==> config.mk <==
export PLATFORM = sky130hd
export DESIGN_NAME = bit_clock_recovery
export DESIGN_NICKNAME = d
export VERILOG_FILES = /design/src/rtl/bcr_pkg.sv /design/src/rtl/bcr_tick_gen.sv /design/src/rtl/bcr_phase_ctrl.sv /design/src/rtl/bcr_retime.sv /design/src/rtl/bit_clock_recovery.sv
export SDC_FILE = /design/constraint.sdc
export NUM_CORES = 1
export LEC_CHECK = 0
export BUFFER_PORTS_ARGS = -buffer_cell sky130_fd_sc_hd__buf_4
export CAP_MARGIN = 20
export CORE_MARGIN = 2
export CORE_UTILIZATION = 45
export CTS_CLUSTER_SIZE = 28
export DETAILED_ROUTE_END_ITERATION = 8
export PLACE_DENSITY = 0.62
export SLEW_MARGIN = 30
export SYNTH_ARGS = -nofsm -noshare
export SYNTH_HDL_FRONTEND = slang
export SYNTH_SLANG_ARGS = --single-unit
==> constraint.sdc <==
create_clock -name clk -period 12 [get_ports clk]
set_clock_uncertainty 0.05 [all_clocks]
set_input_delay 3 -clock clk [delete_from_list [all_inputs] [get_ports clk]]
set_output_delay 3 -clock clk [all_outputs]
set_load 0.02 [all_outputs]
==> src/rtl/bcr_pkg.sv <==
package bcr_pkg;

  typedef enum logic [1:0] {
    CORR_NONE,
    CORR_HOLD,
    CORR_SLOW,
    CORR_FAST
  } corr_kind_e;

  // Distance of a transition phase from the wrap point, in phase units.
  function automatic int unsigned err_mag(input int unsigned p, input int unsigned phases);
    if (p == 0) return 0;
    else if (p < phases / 2) return p;
    else return phases - p;
  endfunction

  // A transition in the first half of the count arrived after the wrap point.
  function automatic logic is_late(input int unsigned p, input int unsigned phases);
    return (p != 0) && (p < phases / 2);
  endfunction

  function automatic int unsigned clamp_step(input int unsigned want, input int unsigned mag);
    return (want < mag) ? want : mag;
  endfunction

  // Sample-clock cycles per phase tick for each rate setting.
  function automatic int unsigned tick_div(input int unsigned base, input logic [1:0] sel);
    case (sel)
      2'd0:    return base;
      2'd1:    return base * 2;
      default: return base * 4;
    endcase
  endfunction

endpackage

==> src/rtl/bcr_tick_gen.sv <==
module bcr_tick_gen #(
  parameter int BASE_DIV = 1
) (
  input  logic       clk,
  input  logic       rst_n,
  input  logic [1:0] rate_sel,
  output logic       tick
);
  import bcr_pkg::*;

  localparam int CW = $clog2(BASE_DIV * 4 + 1);

  logic [CW-1:0] cnt_q;
  logic [CW-1:0] div_m1;

  always_comb begin
    div_m1 = CW'(tick_div(BASE_DIV, rate_sel) - 1);
    tick   = (cnt_q >= div_m1);
  end

  always_ff @(posedge clk) begin
    if (!rst_n) cnt_q <= '0;
    else        cnt_q <= tick ? '0 : cnt_q + 1'b1;
  end

  // at a divided rate two ticks are never adjacent
  a_r2_tick_spacing: assert property (@(posedge clk) disable iff (!rst_n)
    (tick && rate_sel != 2'd0) |=> (!tick || rate_sel == 2'd0));

endmodule

==> src/rtl/bcr_phase_ctrl.sv <==
module bcr_phase_ctrl #(
  parameter int PH_BITS        = 4,
  parameter int FAST_STEP      = 4,
  parameter int FAST_STEP_LONG = 2,
  parameter int SLOW_SKIP      = 2
) (
  input  logic               clk,
  input  logic               rst_n,
  input  logic               tick,
  input  logic               rx,
  input  logic               fast_en,
  input  logic               lock_sel,
  output logic [PH_BITS-1:0] phase_nxt
);
  import bcr_pkg::*;

  localparam int PHASES = 1 << PH_BITS;
  localparam int SK_W   = $clog2(SLOW_SKIP) + 1;

  logic [PH_BITS-1:0] phase_q;
  logic               prev_rx_q;
  logic [SK_W-1:0]    skip_q;

  // Named internal events used by the assertions.
  logic               edge_seen;
  logic               late;
  logic [PH_BITS-1:0] mag;
  logic [PH_BITS-1:0] corr_amt;
  corr_kind_e         kind;

  always_comb begin
    edge_seen = tick && (rx != prev_rx_q);
    mag       = PH_BITS'(err_mag(32'(phase_q), PHASES));
    late      = is_late(32'(phase_q), PHASES);
    kind      = CORR_NONE;
    corr_amt  = '0;
    if (edge_seen && mag != '0) begin
      if (fast_en && mag > PH_BITS'(1)) begin
        kind     = CORR_FAST;
        corr_amt = PH_BITS'(clamp_step(lock_sel ? FAST_STEP_LONG : FAST_STEP, 32'(mag)));
      end else if (lock_sel && skip_q != SK_W'(SLOW_SKIP - 1)) begin
        kind     = CORR_HOLD;
      end else begin
        kind     = CORR_SLOW;
        corr_amt = PH_BITS'(1);
      end
    end
    if (!tick)     phase_nxt = phase_q;
    else if (late) phase_nxt = phase_q + PH_BITS'(1) - corr_amt;
    else           phase_nxt = phase_q + PH_BITS'(1) + corr_amt;
  end

  always_ff @(posedge clk) begin
    if (!rst_n) begin
      phase_q   <= '0;
      prev_rx_q <= 1'b0;
      skip_q    <= '0;
    end else begin
      phase_q <= phase_nxt;
      if (tick) prev_rx_q <= rx;
      if (kind == CORR_HOLD)                  skip_q <= skip_q + 1'b1;
      else if (kind == CORR_SLOW && lock_sel) skip_q <= '0;
    end
  end

  // without fast mode the loop never moves more than one unit
  a_r5_slow_only: assert property (@(posedge clk) disable iff (!rst_n)
    (edge_seen && !fast_en) |-> (corr_amt <= PH_BITS'(1)));

  // a multi-unit step needs fast mode and an error above one unit
  a_r4_fast_needs_error: assert property (@(posedge clk) disable iff (!rst_n)
    (corr_amt > PH_BITS'(1)) |-> (fast_en && mag > PH_BITS'(1)));

  // no step overshoots the measured error
  a_r4_no_overshoot: assert property (@(posedge clk) disable iff (!rst_n)
    edge_seen |-> (corr_amt <= mag));

  // without a transition the counter advances by one per tick
  a_r3_free_run: assert property (@(posedge clk) disable iff (!rst_n)
    (tick && !edge_seen) |=> (phase_q == $past(phase_q) + PH_BITS'(1)));

  // a skipped slow step happens only under the gentle profile
  a_r6_hold_profile: assert property (@(posedge clk) disable iff (!rst_n)
    (kind == CORR_HOLD) |-> (lock_sel && corr_amt == '0));

endmodule

==> src/rtl/bcr_retime.sv <==
module bcr_retime #(
  parameter int PH_BITS = 4
) (
  input  logic               clk,
  input  logic               rst_n,
  input  logic               tick,
  input  logic [PH_BITS-1:0] phase_nxt,
  input  logic               rx,
  output logic               rclk,
  output logic               rd
);
  localparam int HALF = (1 << PH_BITS) / 2;

  logic rclk_d;
  logic fall;

  always_comb begin
    rclk_d = (phase_nxt < PH_BITS'(HALF));
    fall   = rclk && !rclk_d;
  end

  always_ff @(posedge clk) begin
    if (!rst_n) begin
      rclk <= 1'b1;
      rd   <= 1'b0;
    end else begin
      rclk <= rclk_d;
      if (fall) rd <= rx;
    end
  end

  // retimed data moves only where the clock falls
  a_r8_rd_at_fall: assert property (@(posedge clk) disable iff (!rst_n)
    !$stable(rd) |-> $fell(rclk));

  // the clock only moves on a phase tick
  a_r2_clock_on_tick: assert property (@(posedge clk) disable iff (!rst_n)
    !tick |=> $stable(rclk));

endmodule

==> src/rtl/bit_clock_recovery.sv <==
module bit_clock_recovery #(
  parameter int BASE_DIV       = 1,
  parameter int PH_BITS        = 4,
  parameter int FAST_STEP      = 4,
  parameter int FAST_STEP_LONG = 2,
  parameter int SLOW_SKIP      = 2
) (
  input  logic       clk,
  input  logic       rst_n,
  input  logic [1:0] rate_sel,
  input  logic       fast_en,
  input  logic       lock_sel,
  input  logic       rx_data,
  output logic       rclk,
  output logic       rd_out
);

  logic               tick;
  logic [PH_BITS-1:0] phase_nxt;

  bcr_tick_gen #(.BASE_DIV(BASE_DIV)) u_tick (
    .clk      (clk),
    .rst_n    (rst_n),
    .rate_sel (rate_sel),
    .tick     (tick)
  );

  bcr_phase_ctrl #(
    .PH_BITS        (PH_BITS),
    .FAST_STEP      (FAST_STEP),
    .FAST_STEP_LONG (FAST_STEP_LONG),
    .SLOW_SKIP      (SLOW_SKIP)
  ) u_phase (
    .clk       (clk),
    .rst_n     (rst_n),
    .tick      (tick),
    .rx        (rx_data),
    .fast_en   (fast_en),
    .lock_sel  (lock_sel),
    .phase_nxt (phase_nxt)
  );

  bcr_retime #(.PH_BITS(PH_BITS)) u_retime (
    .clk       (clk),
    .rst_n     (rst_n),
    .tick      (tick),
    .phase_nxt (phase_nxt),
    .rx        (rx_data),
    .rclk      (rclk),
    .rd        (rd_out)
  );

endmodule

-- Word level (Yosys, flattened, before mapping)
Cells that the tools add are included.
- bits in registers: 12
- latch bits: 0
- RAM bits: 0
- ROM bits: 0
- input bits: 7
- logic and storage cells: 53
- memories: 0
- add/subtract/negate cells: 7
- $mul: 0
- div/mod/pow operators: 0
- magnitude comparators: 5
- equality and inequality tests: 5
- shift operators: 0
- muxes and demuxes: 15
- bitwise gates (word level): 1
- reductions and logical operators: 14
- operators with widths (operator ; number):
    $lt A32 B4 Y1 ; 1
    $mux W4 ; 7
    $mux W2 ; 5
    $lt A4 B4 Y1 const B ; 2
    $reduce_bool A4 Y1 ; 2
    $logic_and A1 B1 Y1 ; 7
    $pmux W3 S2 ; 1
    $add A4 B1 Y4 const B ; 1
    $add A4 B4 Y4 ; 1
    $eq A2 B1 Y1 const B ; 2
    $gt A4 B1 Y1 const B ; 1
    $logic_not A4 Y1 ; 1
    $sub A1 B4 Y4 const A ; 1
    $sub A4 B4 Y4 ; 1
    $add A3 B1 Y3 const B ; 1
    $ge A3 B3 Y1 ; 1
    $mux W3 ; 1
    $sub A3 B1 Y3 const B ; 1
    $add A2 B1 Y2 const B ; 1
    $eq A2 B2 Y1 const B ; 1
    $logic_not A2 Y1 ; 1
    $ne A2 B1 Y1 const B ; 1
    $reduce_bool A2 Y1 ; 1
    $reduce_or A2 Y1 ; 1
    4 further kinds ; 4

-- Depth between registers and ports, before layout
- word-level depth: 13
- depth in mapped cells: 21
- depth with buffers taken out: 21

-- Cells and area by module
Synthesis repeated with hierarchy kept, for this count alone.
- cells, all modules: 133
- area, all modules: 1118.6 sq um
- by module, submodules not included (module ; instances ; cells an instance ; area an instance (sq um) ; sequential area each (sq um)):
    bcr_phase_ctrl ; 1 ; 103 ; 825.8 ; 140.1
    bcr_tick_gen ; 1 ; 23 ; 227.7 ; 60.1
    bcr_retime ; 1 ; 7 ; 65.1 ; 40.0

-- Least setup slack after synthesis
Ideal clock, no wire load.
- kind: in2reg
- start point: in rate_sel[1]
- end point: reg u_retime.rd
- arrival: 6744 ps
- data required time: 11880 ps
- setup slack: 5136 ps
- stages: 19
- path buffers: 0
- path through: or2_2 -> ha_1 -> xnor2_1 -> ha_1 -> nand2_1 -> o21a_1 -> nor2_1 -> nand2_1 -> or3_1 -> ha_1 -> nor2b_1 -> a31oi_1 -> ha_1 -> a21o_1 -> a21oi_1 -> xnor2_1 -> xnor2_1 -> mux2_1 -> a21oi_1
- word-level cells in the longest chain between the ends: 13
- elaborated cells between the ends (all ways): 15
- classes of those cells: add/sub: 3; order compare: 2; eq/ne: 1; mux: 4; reduce/logical: 5
- ends and longest elaborated chain (what ; line ; RTL):
    start: declaration ; bit_clock_recovery.sv:10 ; input logic [1:0] rate_sel,
    $eq A2 B1 Y1 or $logic_not A2 Y1 (tied branches) ; bcr_pkg.sv:28 ; case (sel)
    $pmux W3 S2 * ; bcr_pkg.sv:28 ;
    $sub A3 B1 Y3 * ; bcr_tick_gen.sv:17 ; div_m1 = CW'(tick_div(BASE_DIV, rate_sel) - 1);
    $ge A3 B3 Y1 * ; bcr_tick_gen.sv:18 ; tick = (cnt_q >= div_m1);
    $logic_and A1 B1 Y1 ; bcr_phase_ctrl.sv:32 ; edge_seen = tick && (rx != prev_rx_q);
    $logic_and A1 B1 Y1 ; bcr_phase_ctrl.sv:37 ; if (edge_seen && mag != '0) begin
    $mux W4 ; bcr_phase_ctrl.sv:37 ;
    $add A4 B4 Y4 or $sub A4 B4 Y4 (tied branches) ; bcr_phase_ctrl.sv:50, bcr_phase_ctrl.sv:49 ;
    $mux W4 ; bcr_phase_ctrl.sv:49 ; else if (late) phase_nxt = phase_q + PH_BITS'(1) - corr_amt;
    $mux W4 * ; bcr_phase_ctrl.sv:48 ; if (!tick) phase_nxt = phase_q;
    $lt A4 B4 Y1 * ; bcr_retime.sv:18 ; rclk_d = (phase_nxt < PH_BITS'(HALF));
    $logic_not A1 Y1 * ; bcr_retime.sv:19 ; fall = rclk && !rclk_d;
    $logic_and A1 B1 Y1 * ; bcr_retime.sv:19 ;
    end signal: assignment ; bcr_retime.sv:28 ; if (fall) rd <= rx;
    end: declaration ; bcr_retime.sv:10 ; output logic rd
Every way passes the cells marked *; elsewhere a longest branch is shown, timed or not.
A chain may end at the register's enable or synchronous reset.

-- Worst setup path after layout
Ends and elaborated chain as after synthesis.

==> summary.md <==
| Metric | Value |
|---|---|
| Arrival time reported for the critical path endpoint | 7.17 ns |
| Worst Tran Pin Value | 0.560 ns |
| Cell family with the largest share of critical-path delay | simple AND/OR/NAND/NOR gates |
| Xor/xnor share of the synthesized area | 8.44% |
| Storage cell area | 240 sq um |
| Portion of the clock cycle consumed by the worst path in the final layout | 58.4% |
| Synth-to-layout area growth | 10.7% |
| Ys Warns | 0 |
| Reg-to-reg critical path endpoint | u_retime.rd$_SDFFE_PN0P_ |
| Setup TNS | 0 ns |
| Fillers | 218 |
| Die boundary width | 52.0 microns |
| Cell Pwr Density | 199 nW/um^2 |
| Violation count after the first detailed-routing iteration | 16 |
| Count of nets left with antenna violations after detail routing | 0 |
| Average cell area after synthesis | 8.23 sq um |
| Hold buffer count at CTS | 0 |
| Fraction of the mapped netlist area in adder cells | 20.0% |
| Placeable Area | 2190 sq um |
| End point of the worst hold path | u_tick.cnt_q[0]$_SDFF_PP0_ |
| Critical Path Sink Type | flip-flop |
| Number of global-route vias before repair | 837 |
| Aggregate routed wire length | 1930 microns |
| Worst min-delay path category | reg2reg |
| Global-route wire length before repair | 3440 microns |
| Req. time, crit path | 12.16 ns |
| Clock tree from TritonCTS | built |
| Synth Area in Compound Gates | 17.6% |
| Worst-path cell chain | buf_4 -> or2_2 -> ha_1 -> xnor2_1 -> ha_1 -> nand2_1 -> o21a_1 -> nor2_1 -> nand2_1 -> or3_1 -> ha_1 -> nor2b_1 -> a31oi_1 -> ha_1 -> a21o_1 -> a21oi_1 -> xnor2_1 -> xnor2_1 -> mux2_1 -> a21oi_1 |
| Wire per inst | 11.8 microns |
| Effective utilization at floorplan | 47.3% |
| Worst Min Path Start | u_tick.cnt_q[0]$_SDFF_PP0_ |
| TritonCTS buffer count | 3 |
| Reg clk slew, reported paths | 0.07 ns |
| Count of unique library cells instantiated by Yosys | 38 |
| Total via count in the routed design | 876 |
| Max-capacitance violation count | 0 |
| Drt via density | 5.37 |
| Most used cell, CP | sky130_fd_sc_hd__ha_1 |
| Portion of netlist area occupied by mux cells | 1.09% |
| Proportion of layout cells with a drive suffix above 1 | 11.9% |
| Multi-input gate area | 736 sq um |
| Synthesized netlist net count | 149 |
| Max Fanout on Critical Path | 8 |
| IO Port Bufs | 8 |
| Combined area of all synthesized cells | 1040 sq um |
| Cell type of the slowest stage on the worst timing path | sky130_fd_sc_hd__or3_1 |
| Status | completed |
| Total leakage power | 0.504 nW |
| Total congestion overflow after global routing | 0 |
| Post-synthesis sequential area ratio | 23.2% |
| CTS Root Cell | sky130_fd_sc_hd__clkbuf_4 |
| Number of detailed-route iterations in the first pass | 4 |
| Unrepaired setup endpoints after global routing | false |
| Gate count of the mapped netlist | 126 |
| Setup slack on the worst flop-to-flop path | 7.13 ns |
| Total of endpoints with negative setup slack in the final report | 0 |
| Final-report hold violation count | 0 |
| Max transition margin | 62.4% |
| Number of nets at the end of the flow | 159 |
| CTS H-tree depth | 1 |
| Post-cts resize count | 0 |
| Total global-route track usage | 16.7% |
| IO Pins | 9 |
| Max Clk Rate | 0.143 GHz |
| Final Max Tran Viols | 0 |
| Buffering stage count on the worst path with inverters included | 1 |
| Critical Setup Path Class | in2reg |
| Final HPWL from detailed placement | 1540 microns |
| Worst slack after detailed placement | 4.70 ns |
| Final setup margin | 4.99 ns |
| Bufs on Longest Clock Path | 2 |
| Largest family of logic cells by synthesized area | simple AND/OR/NAND/NOR gates |
| Hold Path Depth | 1 |
| Worst ir drop on vdd | 0.000111 V |
| Highest cell delay on the worst timing path | 0.40 ns |
| Worst-Skew Late Latency | 0.27 ns |
| FF-to-FF path depth | 20 |
| Simple-gate portion of the synthesized area | 23.8% |
| Post-detailed-route DRC marker count | 0 |
| Synthesis-stage register bit count | 12 |
| Maximum number of pins on one net before global-route repair | 14 |
| N_diodes | 0 |
| Row count | 17 |
| Startpoint of the worst-slack reg-to-reg timing path | u_phase.phase_q[0]$_SDFFE_PN0N_ |
| Worst Hold Slack | 0.398 ns |
| Clk sinks | 12 |
| Number of buffers inserted by post-CTS setup repair | 0 |
| Critical path launch point type | input port |
| Initial antenna violation count | 0 |
| Min cycle time layout | 7.01 ns |
| Die area | 2710 sq um |
| Die Ht | 52.0 microns |
| Routability congestion estimate | 0.808 |
-- cell usage after synthesis --
cell / number / area (sq um)
sky130_fd_sc_hd__nor2b_1: 3 / 18.8
sky130_fd_sc_hd__a21boi_0: 4 / 30.0
sky130_fd_sc_hd__nand4bb_1: 1 / 11.3
sky130_fd_sc_hd__nor3_1: 3 / 15.0
sky130_fd_sc_hd__or2_2: 1 / 6.26
sky130_fd_sc_hd__xor2_1: 2 / 17.5
sky130_fd_sc_hd__nand2b_1: 4 / 25.0
sky130_fd_sc_hd__inv_1: 11 / 41.3
sky130_fd_sc_hd__nor2b_4: 1 / 13.8
sky130_fd_sc_hd__o211a_1: 2 / 20.0
sky130_fd_sc_hd__nand3_1: 3 / 15.0
sky130_fd_sc_hd__and3_1: 2 / 12.5
sky130_fd_sc_hd__mux2_1: 1 / 11.3
sky130_fd_sc_hd__a21oi_1: 7 / 35.0
sky130_fd_sc_hd__buf_2: 1 / 5.00
sky130_fd_sc_hd__xnor2_1: 8 / 70.1
sky130_fd_sc_hd__a211oi_1: 1 / 7.51
sky130_fd_sc_hd__o21a_1: 2 / 15.0
sky130_fd_sc_hd__a21o_1: 1 / 7.51
sky130_fd_sc_hd__a32o_2: 1 / 11.3
sky130_fd_sc_hd__o311a_1: 1 / 10.0
sky130_fd_sc_hd__ha_1: 15 / 188
sky130_fd_sc_hd__nand2_1: 14 / 52.6
sky130_fd_sc_hd__o21ai_1: 3 / 15.0
sky130_fd_sc_hd__nand4_1: 1 / 6.26
sky130_fd_sc_hd__fa_1: 1 / 20.0
sky130_fd_sc_hd__o21ai_0: 1 / 5.00
sky130_fd_sc_hd__a31oi_1: 1 / 6.26
sky130_fd_sc_hd__or3_1: 3 / 18.8
sky130_fd_sc_hd__nor4_1: 1 / 6.26
sky130_fd_sc_hd__a211oi_2: 1 / 12.5
sky130_fd_sc_hd__clkbuf_1: 1 / 3.75
sky130_fd_sc_hd__dfxtp_1: 12 / 240
sky130_fd_sc_hd__buf_6: 1 / 11.3
sky130_fd_sc_hd__a22oi_1: 1 / 7.51
sky130_fd_sc_hd__nor2_1: 8 / 30.0
sky130_fd_sc_hd__nor4b_1: 1 / 8.76
sky130_fd_sc_hd__and2_1: 1 / 6.26
-- power breakdown --
group / total, mW / leakage [nW] / internal [mW] / switching [mW]
sequential: 0.0660 / 0.0981 / 0.0505 / 0.0155
combinational: 0.130 / 0.385 / 0.0586 / 0.0718
clock: 0.0320 / 0.0210 / 0.0184 / 0.0136
total: 0.228 / 0.504 / 0.128 / 0.101
-- logic make-up (layout without fill, tap and decap cells) --
logic type | count (synthesis) | count (layout)
AND/OR/NAND/NOR | 47 | 47
AO/OA/AOI/OAI | 26 | 26
adder cells (fa/ha/maj) | 16 | 16
buffers and inverters | 14 | 23
flip-flops | 12 | 12
XOR/XNOR | 10 | 10
multiplexers | 1 | 1
-- per-stage QoR --
stage	instance area, sq um	utilization [%]	instances	power [mW]
CTS	1150	52.4	163	0.230
floorplan	1040	-	126	0.171
global placement	1110	50.8	159	0.196
global route	1150	52.4	163	0.250
detailed placement	1110	50.8	159	0.198
finish	1150	52.4	163	0.228
-- flip-flops by register name (all words and copies together), names as in the netlist, named ones only --
signal             flops
u_phase.phase_q        3
u_tick.cnt_q           3
u_phase.skip_q         2
u_phase.prev_rx_q      1
u_retime.rclk          1
u_retime.rd            1
-- final cells by class --
| cell class | instances | area share [%] |
|---|---|---|
| multi-input combinational | 100 | 64.1 |
| sequential | 12 | 20.9 |
| timing repair buffer | 8 | 5.23 |
| inverter | 11 | 3.59 |
| clock buffer | 4 | 3.16 |
| tap | 28 | 3.05 |
-- worst max-delay path by stage --
stage / endpoint / from / depth (start not counted)
after floorplan: u_retime.rd$_SDFFE_PN0P_ / rate_sel[1] / 19
after global placement: u_retime.rd$_SDFFE_PN0P_ / rate_sel[1] / 20
after detailed placement: u_retime.rd$_SDFFE_PN0P_ / rate_sel[1] / 20
after CTS: u_retime.rd$_SDFFE_PN0P_ / rate_sel[1] / 20
after global routing: u_retime.rd$_SDFFE_PN0P_ / rate_sel[1] / 20
final: u_retime.rd$_SDFFE_PN0P_ / rate_sel[1] / 20
-- per-layer routing --
layer | GRT usage (%) | share of wire (%) | vias up | wire length (microns)
met5 | 0 | 0 | - | 0
met4 | 3.95 | 0 | 0 | 0
met3 | 2.59 | 3.9 | 0 | 75
met2 | 26.8 | 46 | 17 | 894
met1 | 23.2 | 50 | 398 | 960
li1 | - | - | 461 | -
-- cell usage in the layout (no fill, tap or decap) --
master                      count
sky130_fd_sc_hd__nor3_1         3
sky130_fd_sc_hd__a21boi_0       4
sky130_fd_sc_hd__clkbuf_4       3
sky130_fd_sc_hd__a31oi_1        1
sky130_fd_sc_hd__inv_1         11
sky130_fd_sc_hd__buf_4          8
sky130_fd_sc_hd__o311a_1        1
sky130_fd_sc_hd__nand2b_1       4
sky130_fd_sc_hd__a211oi_2       1
sky130_fd_sc_hd__a211oi_1       1
sky130_fd_sc_hd__or2_2          1
sky130_fd_sc_hd__nand4bb_1      1
sky130_fd_sc_hd__and3_1         2
sky130_fd_sc_hd__o21ai_1        3
sky130_fd_sc_hd__nor2b_1        3
sky130_fd_sc_hd__mux2_1         1
sky130_fd_sc_hd__or3_1          3
sky130_fd_sc_hd__nor4b_1        1
sky130_fd_sc_hd__nor2b_4        1
sky130_fd_sc_hd__xnor2_1        8
sky130_fd_sc_hd__nor2_1         8
sky130_fd_sc_hd__xor2_1         2
sky130_fd_sc_hd__and2_1         1
sky130_fd_sc_hd__nand4_1        1
sky130_fd_sc_hd__a21oi_1        7
sky130_fd_sc_hd__o21ai_0        1
sky130_fd_sc_hd__clkbuf_8       1
sky130_fd_sc_hd__nor4_1         1
sky130_fd_sc_hd__o21a_1         2
sky130_fd_sc_hd__ha_1          15
sky130_fd_sc_hd__fa_1           1
sky130_fd_sc_hd__o211a_1        2
sky130_fd_sc_hd__a21o_1         1
sky130_fd_sc_hd__a32o_2         1
sky130_fd_sc_hd__nand2_1       14
sky130_fd_sc_hd__a22oi_1        1
sky130_fd_sc_hd__dfxtp_1       12
sky130_fd_sc_hd__nand3_1        3
Power figures use the tool's default switching activity.
